File: src/rtl/xyr_pkg.sv
package xyr_pkg;
    localparam int NUM_PORTS  = 5;
    localparam int PORT_LOCAL = 0;
    localparam int PORT_NORTH = 1;
    localparam int PORT_EAST  = 2;
    localparam int PORT_SOUTH = 3;
    localparam int PORT_WEST  = 4;

    typedef enum logic [1:0] {
        FK_IDLE = 2'b00,
        FK_HEAD = 2'b01,
        FK_BODY = 2'b10,
        FK_TAIL = 2'b11
    } flit_kind_e;

    typedef enum logic [1:0] {
        PS_FREE = 2'b00,
        PS_ASK  = 2'b01,
        PS_OWN  = 2'b10
    } path_state_e;

    typedef struct packed {
        path_state_e          state;
        logic [NUM_PORTS-1:0] route;
    } path_regs_t;
endpackage

File: src/rtl/xyr_route_calc.sv
module xyr_route_calc
    import xyr_pkg::*;
#(
    parameter int COORD_W = 3,
    parameter int HERE_X  = 2,
    parameter int HERE_Y  = 2
) (
    input  logic [COORD_W-1:0]   dst_x,
    input  logic [COORD_W-1:0]   dst_y,
    output logic [NUM_PORTS-1:0] dir_onehot
);
    localparam logic [COORD_W-1:0] HX = COORD_W'(HERE_X);
    localparam logic [COORD_W-1:0] HY = COORD_W'(HERE_Y);

    logic x_more, x_less, y_more, y_less;

    always_comb begin
        x_more = dst_x > HX;
        x_less = dst_x < HX;
        y_more = dst_y > HY;
        y_less = dst_y < HY;
        dir_onehot = '0;
        if (x_more) begin
            dir_onehot[PORT_EAST] = 1'b1;
        end else if (x_less) begin
            dir_onehot[PORT_WEST] = 1'b1;
        end else if (y_more) begin
            dir_onehot[PORT_SOUTH] = 1'b1;
        end else if (y_less) begin
            dir_onehot[PORT_NORTH] = 1'b1;
        end else begin
            dir_onehot[PORT_LOCAL] = 1'b1;
        end
    end
endmodule

File: src/rtl/xyr_path_ctrl.sv
module xyr_path_ctrl
    import xyr_pkg::*;
(
    input  logic                 clk,
    input  logic                 rst_n,
    input  logic [1:0]           kind,
    input  logic [NUM_PORTS-1:0] route_new,
    input  logic [NUM_PORTS-1:0] gnt,
    input  logic                 fwd,
    output logic [NUM_PORTS-1:0] req,
    output logic                 own,
    output logic [NUM_PORTS-1:0] route
);
    path_regs_t regs_d, regs_q;
    logic       granted;
    logic       tail_done;

    always_comb begin
        regs_d    = regs_q;
        granted   = |(gnt & regs_q.route);
        tail_done = fwd && (kind == FK_TAIL);
        case (regs_q.state)
            PS_FREE: begin
                if (kind == FK_HEAD) begin
                    regs_d.state = PS_ASK;
                    regs_d.route = route_new;
                end
            end
            PS_ASK: begin
                if (granted) begin
                    regs_d.state = PS_OWN;
                end
            end
            PS_OWN: begin
                if (tail_done) begin
                    regs_d.state = PS_FREE;
                    regs_d.route = '0;
                end
            end
            default: begin
                regs_d.state = PS_FREE;
                regs_d.route = '0;
            end
        endcase
    end

    always_ff @(posedge clk) begin
        if (!rst_n) begin
            regs_q.state <= PS_FREE;
            regs_q.route <= '0;
        end else begin
            regs_q <= regs_d;
        end
    end

    assign own   = (regs_q.state == PS_OWN);
    assign route = regs_q.route;
    assign req   = (regs_q.state == PS_FREE) ? '0 : regs_q.route;
endmodule

File: src/rtl/xyr_flow_gate.sv
module xyr_flow_gate
    import xyr_pkg::*;
(
    input  logic                 own,
    input  logic [NUM_PORTS-1:0] route,
    input  logic [NUM_PORTS-1:0] busy,
    input  logic [1:0]           kind,
    output logic                 ready,
    output logic                 fwd,
    output logic [NUM_PORTS-1:0] sel
);
    logic blocked;

    always_comb begin
        blocked = |(busy & route);
        ready   = own && !blocked;
        fwd     = ready && (kind != FK_IDLE);
    end

    for (genvar p = 0; p < NUM_PORTS; p++) begin : g_sel
        assign sel[p] = fwd && route[p];
    end
endmodule

File: src/rtl/xy_route_unit.sv
module xy_route_unit
    import xyr_pkg::*;
#(
    parameter int COORD_W = 3,
    parameter int HERE_X  = 2,
    parameter int HERE_Y  = 2
) (
    input  logic                   clk,
    input  logic                   rst_n,
    input  logic [1:0]             flit_kind_i,
    input  logic [2*COORD_W-1:0]   hdr_dest_i,
    output logic [NUM_PORTS-1:0]   alloc_req_o,
    input  logic [NUM_PORTS-1:0]   alloc_gnt_i,
    input  logic [NUM_PORTS-1:0]   out_busy_i,
    output logic                   flit_ready_o,
    output logic                   flit_fwd_o,
    output logic [NUM_PORTS-1:0]   xbar_sel_o
);
    localparam int Y_LSB = COORD_W;

    logic [NUM_PORTS-1:0] route_new;
    logic [NUM_PORTS-1:0] route_q;
    logic                 own_q;

    xyr_route_calc #(
        .COORD_W (COORD_W),
        .HERE_X  (HERE_X),
        .HERE_Y  (HERE_Y)
    ) u_calc (
        .dst_x      (hdr_dest_i[COORD_W-1:0]),
        .dst_y      (hdr_dest_i[Y_LSB +: COORD_W]),
        .dir_onehot (route_new)
    );

    xyr_path_ctrl u_ctrl (
        .clk       (clk),
        .rst_n     (rst_n),
        .kind      (flit_kind_i),
        .route_new (route_new),
        .gnt       (alloc_gnt_i),
        .fwd       (flit_fwd_o),
        .req       (alloc_req_o),
        .own       (own_q),
        .route     (route_q)
    );

    xyr_flow_gate u_gate (
        .own   (own_q),
        .route (route_q),
        .busy  (out_busy_i),
        .kind  (flit_kind_i),
        .ready (flit_ready_o),
        .fwd   (flit_fwd_o),
        .sel   (xbar_sel_o)
    );
endmodule

File: config.mk
export PLATFORM = sky130hd
export DESIGN_NAME = xy_route_unit
export DESIGN_NICKNAME = d
export VERILOG_FILES = /design/src/rtl/xyr_pkg.sv /design/src/rtl/xyr_route_calc.sv /design/src/rtl/xyr_path_ctrl.sv /design/src/rtl/xyr_flow_gate.sv /design/src/rtl/xy_route_unit.sv
export SDC_FILE = /design/constraint.sdc
export NUM_CORES = 1
export LEC_CHECK = 0
export BUFFER_PORTS_ARGS = -buffer_cell sky130_fd_sc_hd__buf_2
export CORE_AREA = 2 2 39 41
export DETAILED_ROUTE_END_ITERATION = 6
export DIE_AREA = 0 0 41 43
export PLACE_DENSITY = 0.73
export SLEW_MARGIN = 40
export SYNTH_ARGS = -nofsm -noshare
export SYNTH_HDL_FRONTEND = slang
export SYNTH_HIERARCHICAL = 1
export SYNTH_SLANG_ARGS = --single-unit
File: constraint.sdc
create_clock -name clk -period 4.9 [get_ports clk]
set_input_delay 0.98 -clock clk [delete_from_list [all_inputs] [get_ports clk]]
set_output_delay 0.98 -clock clk [all_outputs]
set_load 0.005 [all_outputs]
==> results.ini, run 1 <==
[outcome]
run_status = finished clean

[clocking]
cts_resized = 0
post_cts_buffers = 0
cts_max_path_buffers = 2
cts_hold_buf = 0
htree_num_levels = 1
clk_latency_ns = 0.24
tritoncts = done
clk_pin_slew_ns = 0.05
cts_root_buffer = clkbuf_4
cts_buffers = 3
cts_sinks = 7

[synthesis]
synth_top_area_cell = dfxtp_1
syn_nets = 83
syn_area_per_cell_um2 = 8.480
synth-async-reset-ratio_pct = 0
ys_ff_latch = 7
ys_warn_count = 6
seq_area_frac_synth_pct = 26.23
syn_area_um2 = 534.3
synth_top_area_share_pct = 26.23
ys_types = 27
netlist_instances = 63
synth-edff-count = 0
synthTopCellsByArea = dfxtp_1, a22o_1, buf_4, nor4_1, nor2b_1
yosys-top-cells-count = dfxtp_1, a22o_1, nor4_1, o21ai_0
ys.flop_type = dfxtp_1
yosysMostFrequentCell = dfxtp_1

[sta]
period_share_pct = 58.79
fmax_mhz = 347.2
setup_violations = 0
finalHoldViolCount = 0
rsz0062_at_grt = false
min_period_ns = 2.880
tightest_slew_ns = 0.3712
tns_ns = 0
finClkSkew_ns = 0.0006518
slew_violations = 0
slew-limit-headroom_pct = 75.21

[routing]
dr_total_vias = 570
drt_wl_total_mm = 1.200
drc = 0
drt_iter0_markers = 2
wl_per_cell_um = 11.11
ant_nets = 0
first_pass_iters = 2
via_per_inst = 5.278

[layout]
layout.cells.non_filler = 108
drive_above_1_share_pct = 42.39
fill_cells = 146
antenna_cells = 0
syn2layout_area_growth_pct = 28.57
final_nets = 113

[setup_path]
critPathCaptureType = output pin
rrSetupSlack_ns = 2.95
r2r-end = u_ctrl/route[2]
critPathRequiredTime_ns = 3.92
rr_worst_depth = 7
crit_path_start = out_busy_i[2]
path_class = input port to output pin
startpoint_type = input port
cp.arrival_ns = 1.90
crit_fanout = 7
r2r-start = u_ctrl/regs_q[6]

[global_routing]
grt_first_pass_wirelength_mm = 1.711
overflow = 0
grt_use_total_pct = 14.04
grt_pass1_vias = 436
antenna_found_initial = 0
grt_max_degree = 9

[floorplan]
die_y_um = 43
ios = 32
die_area_um2 = 1763
initial_utilization_pct = 38.61
rows = 14
die_width_um = 41
core_area_um2 = 1384

[min_path]
min_to = u_ctrl/regs_q[5]
min_path_type = register to register
holdPathStages = 2
hold_start = u_ctrl/regs_q[5]

[run]
maxCapViolCount = 0

[power_and_ir_drop]
p_leak_uw = 0.0003190
power_density_nw_per_um2 = 199.5
ir_drop_v = 0.0001057

[place]
dp_hpwl_um = 947.9
gp_congestion = 0.7313
io_buffers = 31
dpl.cell_count = 104

==> state kept, by name, indices dropped and copies added (netlist names) <==
name           count
u_ctrl/regs_q      2
u_ctrl/route       5
==> worst max-delay path, stage by stage <==
cell and delay (ns):
buf_2 0.10, a22o_4 0.27, nor4_1 0.36, buf_2 0.18
==> layout by cell type (no fill, tap or decap) <==
cell type / count
a211oi_2: 1
a21bo_2: 1
a21o_1: 1
a21oi_1: 2
a22o_1: 6
a22o_4: 1
a22oi_1: 2
a31o_1: 1
and2_1: 1
and3_1: 1
buf_2: 31
clkbuf_1: 1
clkbuf_4: 3
dfxtp_1: 7
inv_1: 2
nand2_1: 1
nand2b_1: 1
nand3_1: 1
nor2_1: 5
nor2b_1: 5
nor3_1: 1
nor3b_2: 1
nor4_1: 6
nor4b_1: 1
nor4b_2: 1
o21ai_0: 6
o21bai_1: 1
or4b_1: 1
==> stage by stage <==
step	power [uW]	hold slack (ns)	util [%]	cell area, um^2	worst slack, ns
after floorplan	75.94	0.4892	-	534.3	2.305
after global placement	86.34	0.5341	47.74	660.6	2.069
after detailed placement	86.90	0.5412	47.74	660.6	2.012
after CTS	138.9	0.5469	49.64	686.9	2.011
after global routing	146.4	0.5781	49.64	686.9	1.920
final	137.1	0.5511	49.64	686.9	2.020
==> metal layers <==
| metal | wire length (um) | vias to the layer above | global-route usage [%] |
|---|---|---|---|
| met5 | 0 | - | 0 |
| met4 | 6 | 0 | 8.000 |
| met3 | 105 | 2 | 3.141 |
| met2 | 538 | 24 | 22.50 |
| met1 | 549 | 250 | 16.07 |
| li1 | - | 294 | - |
==> layout make-up <==
cell class                      count  area, um^2  area share (%)
Clock buffer                        4       26.28           3.825
Inverter                            2       7.507           1.093
Multi-Input combinational cell     48       337.8           49.18
Sequential cell                     7       140.1           20.40
Tap cell                           16       20.02           2.914
Timing Repair Buffer               31       155.1           22.59
==> cell families after synthesis <==
logic type	count (synthesis)	share of synthesized area [%]
AND/OR/NAND/NOR	26	31.15
AO/OA/AOI/OAI	22	32.09
buffers and inverters	8	10.54
flip-flops	7	26.23
==> worst max-delay path by stage <==
stage	endpoint	slack, ns	cells after the start
6_report	flit_fwd_o	2.02	4
5_1_grt	flit_fwd_o	1.92	4
4_1_cts	flit_fwd_o	2.01	4
3_5_place_dp	flit_fwd_o	2.01	4
3_3_place_gp	flit_fwd_o	2.07	4
2_1_floorplan	flit_fwd_o	2.31	2
==> where the power goes <==
part	total (uW)	leakage, uW	internal, uW	switching, uW
combinational	24.2	0.000247	12.2	11.9
clock	51.4	0.0000150	31.0	20.3
sequential	61.6	0.0000568	58.8	2.71
total	137	0.000319	102	35.0
No activity file was read; power rests on OpenSTA's default activity.
==> run 2, diff against run 1 <==
Settings changed: CORE_AREA 2 2 39 41 to unset, CORE_MARGIN set to 2, CORE_UTILIZATION set to 37, DIE_AREA 0 0 41 43 to unset, PLACE_DENSITY 0.73 to 0.71.
Clock period 4.9 ns to 2.3 ns, I/O delays scaled along.
==> results.ini, run 2 (synthesized netlist as in run 1, its figures left out) <==
[outcome]
run_status = finished clean

[layout]
largest_register = u_ctrl/route
final_nets = 113  ; unchanged
antenna_cells = 0  ; unchanged
final_common_cell = buf_2
largestRegisters = u_ctrl/route x5, u_ctrl/regs_q x2
largest_reg_flops = 5  ; unchanged
drive_above_1_share_pct = 42.39  ; unchanged
most-common-layout-cells = buf_2, dfxtp_1, a22o_1, o21ai_0, nor4_1
syn2layout_area_growth_pct = 28.34
fin_util_pct = 52.04  ; +2.4 points
fill_cells = 131  ; -10%
design_area_um2 = 685.7  ; -0.18%

[setup_path]
crit_path_start = u_ctrl/regs_q[6]
critical_path.cell_chain = inv_1, nor2_1, a21bo_2, nor4_1, buf_2
critPathCaptureType = output pin
startpoint_type = register
rrSetupSlack_ns = 0.37  ; -2.58 ns
cp_slowest_cell = dfxtp_1
r2r-start = u_ctrl/regs_q[6]
critPathRequiredTime_ns = 1.84  ; -2.08 ns
rr_worst_depth = 7  ; unchanged
r2r-end = u_ctrl/route[4]
cp-endpoint = flit_fwd_o
path_class = register to output pin
slowest_delay_ns = 0.42  ; +0.06 ns
crit_fanout = 7  ; unchanged
cp.arrival_ns = 1.66  ; -0.24 ns

[global_routing]
grt_use_total_pct = 16.01  ; +2.0 points
grt_pass1_vias = 498  ; +14%
overflow = 0  ; unchanged
antenna_found_initial = 0  ; unchanged
grt_first_pass_wirelength_mm = 2.152  ; +26%
grt_max_degree = 9  ; unchanged

[clocking]
cts_max_path_buffers = 2  ; unchanged
cts_root_buffer = clkbuf_4
clk_latency_ns = 0.24  ; about the same
post_cts_buffers = 0  ; unchanged
htree_num_levels = 1  ; unchanged
cts_resized = 0  ; unchanged
tritoncts = done
cts_hold_buf = 0  ; unchanged
cts_buffers = 3  ; unchanged
clk_pin_slew_ns = 0.05  ; about the same
cts_sinks = 7  ; unchanged

[floorplan]
die_area_um2 = 1764  ; about the same
core_area_um2 = 1318  ; -4.8%
initial_utilization_pct = 40.55  ; +1.9 points
die_y_um = 42  ; -2.3%
die_width_um = 42  ; +2.4%
ios = 32  ; unchanged
rows = 13  ; -1

[power_and_ir_drop]
switching_share_pct = 24.85  ; -0.67 points
pwr-share-clk_pct = 36.7  ; -0.8 points
power_frac_seq_pct = 45.5  ; +0.6 points
combPwrFrac_pct = 17.8  ; +0.2 points
internal-power_uw = 217.4  ; +110%
p_leak_uw = 0.0003190  ; unchanged
p_switching_uw = 71.88  ; +110%
power_density_nw_per_um2 = 421.8  ; +110%
ir_drop_v = 0.0002265  ; +110%

[place]
gp_congestion = 0.8439  ; +15%
place_ws_ns = 0.3814  ; -1.630 ns
io_buffers = 31  ; unchanged
placed_cell_area_um2 = 659.4  ; -0.19%

[sta]
finClkSkew_ns = 0.001240  ; +0.0005884 ns
setup_violations = 0  ; unchanged
tns_ns = 0  ; unchanged
tightest_slew_ns = 0.3572  ; -0.01397 ns
slew-limit-headroom_pct = 76.14  ; +0.93 points
period_share_pct = 92.04
layout_setup_ws_ns = 0.1831  ; -1.836 ns
min_period_ns = 2.117
finalHoldViolCount = 0  ; unchanged
fmax_mhz = 472.4
rsz0062_at_grt = false
slew_violations = 0  ; unchanged
holdWs_ns = 0.4865  ; -0.06462 ns

[run]
maxCapViolCount = 0  ; unchanged

[routing]
wl_per_cell_um = 11.83  ; +6.5%
dr_total_vias = 569  ; -0.18%
first_pass_iters = 2  ; unchanged
drt_wl_total_mm = 1.266  ; +5.5%
drt_iter0_markers = 8  ; +6
ant_nets = 0  ; unchanged
via_per_inst = 5.318  ; +0.76%
drc = 0  ; unchanged

[min_path]
min_path_type = input port to register

[run 2: cell counts in the layout (fill, tap and decap cells not counted)]
Identical to the previous run, type by type.
[run 2: layout make-up]
type                       count  area (um^2)  share of cell area [%]
tap                           15        18.77                   2.737
sequential                     7        140.1                   20.44
multi-input combinational     48        337.8                   49.27
inverter                       2        7.507                   1.095
timing repair buffer          31        155.1                   22.63
clock buffer                   4        26.28                   3.832
[run 2: worst min path at each step]
stage | startpoint | end | slack [ns] | cells after the start
global route | rst_n | u_ctrl/regs_q[6] | 0.48 | 2
detailed placement | u_ctrl/route[3] | u_ctrl/route[3] | 0.56 | 1
CTS | rst_n | u_ctrl/regs_q[6] | 0.48 | 2
floorplan | u_ctrl/route[0] | u_ctrl/route[0] | 0.49 | 1
global placement | u_ctrl/regs_q[5] | u_ctrl/regs_q[5] | 0.53 | 2
finish | rst_n | u_ctrl/regs_q[6] | 0.49 | 2
[run 2: metrics by stage]
step / std cells / power [uW]
after floorplan: 63 / 161.8
after global placement: 103 / 184.5
after detailed placement: 103 / 185.9
after CTS: 107 / 293.9
after global routing: 107 / 307.7
final: 107 / 289.2
[run 2: per-layer routing]
layer	vias to the layer above	wire length, um	track usage, %
met3	2	96	3.879
met1	247	553	19.16
li1	296	-	-
met5	-	0	0
met4	0	27	11.61
met2	24	589	24.69
[run 2: worst max-delay path: cells and delay by family, from the launching register on]
family	cells	cell delay, ns
DFF	1	0.42
and+or+nand+nor	2	0.46
AOI/OAI and AO/OA	1	0.27
buffers and inverters	2	0.26
[run 2: power by group through the flow]
stage | sequential [uW] | clock [uW] | combinational [uW]
CTS | 132 | 110 | 52.0
global route | 132 | 117 | 58.1
global placement | 134 | 0 | 50.7
finish | 132 | 106 | 51.6
detailed placement | 134 | 0 | 51.8
floorplan | 132 | 0 | 30.1
==> run 3, diff against run 2 <==
Settings changed: ABC_AREA set to 1, CORE_UTILIZATION 37 to 38.
==> results.ini, run 3 <==
[sta]
holdWs_ns = 0.5093  ; +0.02280 ns
slew_violations = 0  ; unchanged
fmax_mhz = 561.2  ; +19%
min_period_ns = 1.782  ; -0.3349 ns
finalHoldViolCount = 0  ; unchanged
setup_violations = 0  ; unchanged
period_share_pct = 77.48  ; -15 points
slew-limit-headroom_pct = 87.45  ; +11 points
finClkSkew_ns = 0.004898  ; +0.003658 ns
rsz0062_at_grt = false
tightest_slew_ns = 0.1880  ; -0.1692 ns
tns_ns = 0  ; unchanged

[layout]
final_nets = 150  ; +33%
layout.cells.non_filler = 144  ; +35%
syn2layout_area_growth_pct = 28.29  ; about the same
largestRegisters = u_ctrl/route x5, u_ctrl/regs_q x2
most-common-layout-cells = buf_2, nand2_1, nor2_1
antenna_cells = 0  ; unchanged
fin_util_pct = 54.22  ; +2.2 points
drive_above_1_share_pct = 33.33  ; -9.1 points
largest_register = u_ctrl/route
fill_cells = 157  ; +20%
final_common_cell = buf_2
largest_reg_flops = 5  ; unchanged

[clocking]
cts_root_buffer = clkbuf_4
clk_latency_ns = 0.25  ; about the same
cts_max_path_buffers = 2  ; unchanged
tritoncts = done
cts_sinks = 7  ; unchanged
post_cts_buffers = 0  ; unchanged
cts_buffers = 3  ; unchanged
htree_num_levels = 1  ; unchanged
clk_pin_slew_ns = 0.05  ; about the same
cts_resized = 0  ; unchanged
cts_hold_buf = 0  ; unchanged

[floorplan]
die_y_um = 42.75  ; +1.8%
die_area_um2 = 1828  ; +3.6%
die_width_um = 42.75  ; +1.8%
rows = 13  ; unchanged
core_area_um2 = 1350  ; +2.5%
initial_utilization_pct = 42.26  ; +1.7 points
ios = 32  ; unchanged

[place]
dpl.cell_count = 140  ; +36%
dp_hpwl_mm = 1.084
gp_congestion = 0.7702  ; -8.7%
io_buffers = 31  ; unchanged

[global_routing]
use_met1_pct = 17.81  ; -1.3 points
grt_pass1_vias = 519  ; +4.2%
busiest_layer = met2
grt_max_degree = 13  ; +4
overflow = 0  ; unchanged
antenna_found_initial = 0  ; unchanged
use_met2_pct = 24.85  ; +0.16 points
grt_first_pass_wirelength_mm = 2.132  ; -0.93%
use_met3_pct = 5.957  ; +2.1 points
grt_use_total_pct = 15.24  ; -0.77 points

[power_and_ir_drop]
pwr-share-clk_pct = 33.1  ; -3.6 points
power_density_nw_per_um2 = 462.1  ; +9.5%
p_switching_uw = 105.8  ; +47%
power_frac_seq_pct = 39.5  ; -6.0 points
finalPower_uw = 338.2  ; +17%
combPwrFrac_pct = 27.4  ; +9.6 points
ir_drop_v = 0.0002842  ; +25%
switching_share_pct = 31.29  ; +6.4 points
internal-power_uw = 232.4  ; +6.9%
p_leak_uw = 0.0003959  ; +24%

[routing]
drt_iter0_markers = 15  ; +7
via_per_inst = 4.597  ; -14%
wl_per_cell_um = 9.014  ; -24%
ant_nets = 0  ; unchanged
first_pass_iters = 4  ; +2
dr_total_vias = 662  ; +16%
drc = 0  ; unchanged
drt_wl_total_mm = 1.298  ; +2.5%

[setup_path]
crit_path_start = u_ctrl/regs_q[6]
startpoint_type = register
crit_fanout = 6  ; -1
critPathRequiredTime_ns = 1.84  ; about the same
path_class = register to output pin
critPathCaptureType = output pin
r2r-start = u_ctrl/regs_q[6]
cp.arrival_ns = 1.32  ; -0.34 ns

[synthesis]
synth_top_area_share_pct = 24.56  ; -1.7 points
syn_area_per_cell_um2 = 5.705  ; -33%
netlist_instances = 100  ; +59%
ys_warn_count = 6  ; unchanged
ys.flop_type = dfxtp_1
yosysMostFrequentCell = nand2_1
synth-async-reset-ratio_pct = 0  ; unchanged
synth_top_area_cell = dfxtp_1
yosys-top-cells-count = nand2_1, nor2_1, inv_1
syn_nets = 120  ; +45%
seq_area_frac_synth_pct = 24.56  ; -1.7 points
synth-edff-count = 0  ; unchanged
ys_ff_latch = 7  ; unchanged
syn_area_um2 = 570.5  ; +6.8%
synthTopCellsByArea = dfxtp_1, nand2_1, nor2_1, inv_1, buf_4
ys_types = 19  ; -30%

[min_path]
min_path_type = input port to register
hold_start = alloc_gnt_i[4]

[outcome]
run_status = finished clean

[run]
maxCapViolCount = 0  ; unchanged

run 3: changes by cell type in the layout (fill, tap and decap cells not counted), moves of 5 or more:
cell and delta:
nand2_1 +24, inv_1 +14, nor2_1 +14, a22o_1 -6, nand4_1 +6, nor4_1 -6
o21ai_0 -6, nand3_1 +5, nor2b_1 -5
run 3: worst paths after layout:
| kind | endpoint | slack [ns] | depth (start not counted) |
|---|---|---|---|
| worst max-delay path | xbar_sel_o[1] | 0.52 | 7 |
| worst min-delay path | u_ctrl/regs_q[5] | 0.51 | 4 |
| worst max register to register | u_ctrl/route[4] | 0.83 | 11 |
| worst min register to register | u_ctrl/route[1] | 0.52 | 2 |
run 3: final cells by class:
cell class                      count  area [um^2]  area share, %
Clock buffer                        4        26.28          3.590
Multi-Input combinational cell     69        320.3          43.76
Sequential cell                     7        140.1          19.15
Tap cell                           15        18.77          2.564
Inverter                           17        63.81          8.718
Timing Repair Buffer               32        162.7          22.22
run 3: logic make-up after synthesis:
logic type	Yosys count	share of synthesized area, %
and+or+nand+nor	66	53.07
AOI/OAI and AO/OA	3	3.071
DFF	7	24.56
buffers and inverters	24	19.30
run 3: metrics by stage:
stage / setup slack [ns] / cell area [um^2]
floorplan: 0.9190 / 570.5
detailed placement: 0.6680 / 705.7
finish: 0.5180 / 732.0
CTS: 0.4937 / 732.0
global route: 0.3840 / 732.0
global placement: 0.6832 / 705.7
run 3: critical path: stages (launching register included):
cell and delay [ns]:
dfxtp_1 0.35, inv_2 0.05, nor2_2 0.10, nand2_2 0.08
nor2_2 0.13, nand3_2 0.12, nor2_1 0.11, buf_2 0.12
run 3: power by group through the flow:
stage               Sequential (uW)  Combinational (uW)  Clock, uW
floorplan                       134                61.3          0
global placement                136                91.3          0
detailed placement              136                92.6          0
CTS                             134                93.2        115
global route                    135                 105        123
finish                          134                92.6        112
run 3: layer usage:
metal | up-vias | share of wire (%)
met1 | 275 | 42
met3 | 0 | 8.9
met5 | - | 0
met4 | 0 | 0
met2 | 26 | 49
li1 | 361 | -
